## src/rtl/smr_pkg.sv

```systemverilog
package smr_pkg;
  // Direction the gain counter takes on a strobe
  typedef enum logic [1:0] {
    DIR_HOLD = 2'd0,
    DIR_DOWN = 2'd1,
    DIR_UP   = 2'd2
  } ramp_dir_t;
endpackage

```

## src/rtl/smr_gain_ctr.sv

```systemverilog
module smr_gain_ctr
  import smr_pkg::*;
#(
  parameter int STEP_LOG2 = 10,
  localparam int CW = STEP_LOG2 + 1
) (
  input  logic          clk,
  input  logic          rst,
  input  logic          frame_stb,
  input  logic          mute_req,
  output logic [CW-1:0] cnt_next,
  output logic [CW-1:0] cnt_q,
  output logic          muted_q
);
  localparam logic [CW-1:0] FULL = {1'b1, {STEP_LOG2{1'b0}}};
  localparam logic [CW-1:0] ONE  = {{(CW-1){1'b0}}, 1'b1};

  ramp_dir_t dir;

  always_comb begin
    dir = DIR_HOLD;
    if (frame_stb) begin
      if (mute_req && (cnt_q != '0))
        dir = DIR_DOWN;
      else if (!mute_req && (cnt_q != FULL))
        dir = DIR_UP;
    end
  end

  always_comb begin
    unique case (dir)
      DIR_DOWN: cnt_next = cnt_q - ONE;
      DIR_UP:   cnt_next = cnt_q + ONE;
      default:  cnt_next = cnt_q;
    endcase
  end

  always_ff @(posedge clk) begin
    if (rst) begin
      cnt_q   <= FULL;
      muted_q <= 1'b0;
    end else if (frame_stb) begin
      cnt_q   <= cnt_next;
      muted_q <= (cnt_next == '0);
    end
  end
endmodule

```

## src/rtl/smr_scale.sv

```systemverilog
module smr_scale #(
  parameter int DW        = 24,
  parameter int STEP_LOG2 = 10,
  localparam int CW = STEP_LOG2 + 1,
  localparam int PW = DW + CW + 1
) (
  input  logic          clk,
  input  logic          rst,
  input  logic          load,
  input  logic [DW-1:0] sample,
  input  logic [CW-1:0] gain,
  output logic [DW-1:0] scaled
);
  logic signed [PW-1:0] s_ext;
  logic signed [PW-1:0] g_ext;
  logic signed [PW-1:0] prod;

  always_comb begin
    s_ext = {{(PW-DW){sample[DW-1]}}, sample};
    g_ext = {{(PW-CW){1'b0}}, gain};
    prod  = s_ext * g_ext;
  end

  always_ff @(posedge clk) begin
    if (rst)
      scaled <= '0;
    else if (load)
      scaled <= DW'(prod >>> STEP_LOG2);
  end
endmodule

```

## src/rtl/soft_mute_ramp.sv

```systemverilog
module soft_mute_ramp #(
  parameter int NCH       = 2,
  parameter int DW        = 24,
  parameter int STEP_LOG2 = 10,
  localparam int CW = STEP_LOG2 + 1,
  localparam int BW = NCH * DW
) (
  input  logic          clk,
  input  logic          rst,
  input  logic          frame_stb,
  input  logic          mute_req,
  input  logic [BW-1:0] din,
  output logic [BW-1:0] dout,
  output logic          muted
);
  logic [CW-1:0] gain_next;
  logic [CW-1:0] gain_cnt;

  smr_gain_ctr #(.STEP_LOG2(STEP_LOG2)) u_ctr (
    .clk      (clk),
    .rst      (rst),
    .frame_stb(frame_stb),
    .mute_req (mute_req),
    .cnt_next (gain_next),
    .cnt_q    (gain_cnt),
    .muted_q  (muted)
  );

  for (genvar ch = 0; ch < NCH; ch++) begin : g_ch
    smr_scale #(.DW(DW), .STEP_LOG2(STEP_LOG2)) u_scale (
      .clk   (clk),
      .rst   (rst),
      .load  (frame_stb),
      .sample(din[ch*DW +: DW]),
      .gain  (gain_next),
      .scaled(dout[ch*DW +: DW])
    );
  end
endmodule

```

## config.mk

```make
export PLATFORM = sky130hd
export DESIGN_NAME = soft_mute_ramp
export DESIGN_NICKNAME = d
export VERILOG_FILES = /design/src/rtl/smr_pkg.sv /design/src/rtl/smr_gain_ctr.sv /design/src/rtl/smr_scale.sv /design/src/rtl/soft_mute_ramp.sv
export SDC_FILE = /design/constraint.sdc
export NUM_CORES = 1
export LEC_CHECK = 0
export BUFFER_PORTS_ARGS = -buffer_cell sky130_fd_sc_hd__buf_4
export CAP_MARGIN = 20
export CORE_MARGIN = 1
export CORE_UTILIZATION = 48
export CTS_CLUSTER_DIAMETER = 100
export DETAILED_ROUTE_END_ITERATION = 7
export GPL_ROUTABILITY_DRIVEN = 0
export PLACE_DENSITY = 0.67
export SLEW_MARGIN = 0
export SYNTH_ARGS = -nofsm -noshare
export SYNTH_HDL_FRONTEND = slang
export SYNTH_SLANG_ARGS = --single-unit
```

## constraint.sdc

```tcl
create_clock -name clk -period 10.1 [get_ports clk]
set_clock_uncertainty 0.1 [all_clocks]
set_input_delay 2.02 -clock clk [delete_from_list [all_inputs] [get_ports clk]]
set_output_delay 2.02 -clock clk [all_outputs]
set_load 0.01 [all_outputs]
```

==> reports/qor.yml <==
status: "complete, but fails checks"
violations: "DRC"
final_max_slew_viol_count: 0
post_drt_via_cell_ratio: 5.34
clk_latency_ps: 370
cp_top_family: "adder cells"
cts_tree: "done"
dr_total_vias: 15600
area_delta_synth_final_pct: 9.41
pin_count: 101
required_ps: 10250
yosys-top-cells-count: "545 x inv_1, 449 x fa_1, 413 x nand2_1, 148 x ha_1, 116 x and2_1"
grt_pass1_wl_um: 86900
synth_top_family_by_area: "adder cells"
worst_slew_pin_slew_ps: 1010
final_cell_count_no_fill: 2914
postCtsHoldBufs: 0
synthXorXnorAreaFrac: 0.0223
yosys.area_share.adder: 0.540
synthArstFlopShare: 0
max_stage_delay_ps: 520
cts_max_path_buffers: 2
ant_nets: 0
antenna_cells: 0
ys_ff_latch: 60
core_area_um2: 41000
worstSetupStartpointType: "input pin"
port_buffers: 100
nets: 3026
cts.htree.levels: 3
synth_cells: 2338
grt_max_degree: 56
grt_overflow: 0
crit_top_cell: "inv_1"
fmax_ghz: 0.103
yosysMostFrequentCell: "inv_1"
clkTransAtPathRegs_ps: 60
antenna_found_initial: 0
worstHoldPathType: "reg -> reg"
muxShareOfSynthArea: 0.0121
syn_nets: 2987
cp_max_fo: 11
grt_usage: 0.264
rows: 74
critPathCaptureType: "register"
layout-drive-gt1-share: 0.0856
hpwl_um: 40600
dr.first_iter.drc_count: 876
grt_pass1_vias: 17200
synth_edf_count: 0
r2r_slack_ps: 1110
synth_area_um2: 20100
finalCritPeriodShare: 0.966
cts-root-buf: "clkbuf_16"
initial_core_util: 0.489
die_area_um2: 42600
cts.sinks: 60
placed_cells: 2883
first_pass_iters: 7
die_h_um: 206
yosys.area_share.simple: 0.174
wire_per_inst_um: 17.7
synth_ff_type: "dfxtp_1"
worstSetupPathType: "in -> reg"
arrival_ps: 9900
drv_cap: 0
cpMaxStageDelayCell: "fa_1"
ys_seq_area_frac: 0.0599
yosysTopAreaCell: "fa_1"
ys_types: 77
slew_headroom: 0.325
setup_violations: 0
cp.buffers_inverters: 10
totalWireLength_um: 51600
synth_top_area_share: 0.448
yosys_warnings: 0
synth_compound_area_frac: 0.0646
hold_viol: 0
fp.dieW_um: 206
min_period_ps: 9750
drcViolationCount: 6
syn_avg_cell_area_um2: 8.58
synthTopCellsByArea: "fa_1 45%, inv_1 10%, ha_1 9.2%"
cts_buffers: 9
-- metal layers --
layer  vias up  share of wire  GRT usage
met5         -              0          0
met4         0          0.034      0.106
met3        84          0.063     0.0426
met2       464           0.50      0.456
met1      7964           0.41      0.328
li1       7052              -          -
-- layout make-up --
class | count | area (µm²)
tap | 532 | 666
multi-input combinational | 1613 | 16500
sequential | 60 | 1200
inverter | 546 | 2050
clock inverter | 7 | 98.8
timing repair buffer | 147 | 1170
fill | 3818 | 19100
clock buffer | 9 | 225
-- registers in the layout (all words and copies together), names as in the netlist --
signal,cells
u_ctr.cnt_q,11
u_ctr.muted_q,1
g_ch.u_scale.scaled,48
-- tightest hold or removal path: stages (launching register included) --
cell and delay (ps):
dfxtp_1 310, nand2_1 60, a21oi_1 50
-- kinds of logic (layout without fill, tap and decap cells) --
logic type | after synthesis | count (layout)
flip-flops | 60 | 60
AND/OR/NAND/NOR | 747 | 748
AO/OA/AOI/OAI | 191 | 193
buffers and inverters | 668 | 709
adder cells (fa/ha/maj) | 597 | 597
multiplexers | 24 | 24
XOR/XNOR | 51 | 51
-- metrics by stage --
| stage | setup TNS, ps | cell area [µm²] | hold slack (ps) | utilization | setup WS [ps] |
|---|---|---|---|---|---|
| floorplan | 0 | 20100 | 383 | - | 95.9 |
| finish | 0 | 21900 | 365 | 0.535 | 346 |
| detailed placement | -474 | 21400 | 358 | 0.521 | -170 |
| global placement | 0 | 21400 | 356 | 0.521 | 53.2 |
| global route | -93.6 | 21900 | 396 | 0.535 | -46.5 |
| CTS | 0 | 21700 | 369 | 0.529 | 206 |
-- path summary, 6_finish.rpt --
check	endpoint	depth (start not counted)	start
worst min register to register	g_ch[1].u_scale.scaled[20]$_SDFFE_PP0P_	2	g_ch[1].u_scale.scaled[20]$_SDFFE_PP0P_
worst min-delay path	g_ch[1].u_scale.scaled[20]$_SDFFE_PP0P_	2	g_ch[1].u_scale.scaled[20]$_SDFFE_PP0P_
worst max register to register	g_ch[0].u_scale.scaled[23]$_SDFFE_PP0P_	35	u_ctr.cnt_q[0]$_SDFFE_PP0P_
worst max-delay path	g_ch[0].u_scale.scaled[23]$_SDFFE_PP0P_	34	frame_stb
-- cell usage in the layout (no fill, tap or decap), types with 6 or more instances in the layout --
cell type and n:
inv_1 545, fa_1 449, nand2_1 412, ha_1 148
buf_4 141, and2_1 116, dfxtp_1 60, nor2_1 56
nor2b_1 52, a21oi_1 47, xnor2_1 38, o21ai_0 29
nor3_1 27, nand3_1 24, mux2i_1 20, a21o_1 19
xor2_1 11, or3_1 11, a211oi_1 9, clkbuf_16 9
o21ai_4 8, nand3b_1 8, o211ai_1 8, o21a_1 7
o21bai_1 6, nor4_1 6
-- what timing repair did --
action	in CTS	in global routing
setup endpoints to repair	0	24
buffers inserted	0	12
gates resized for setup	0	17
Power is not shown: default switching activity piles up to over one toggle a cycle in this logic, so the estimate is an artifact.
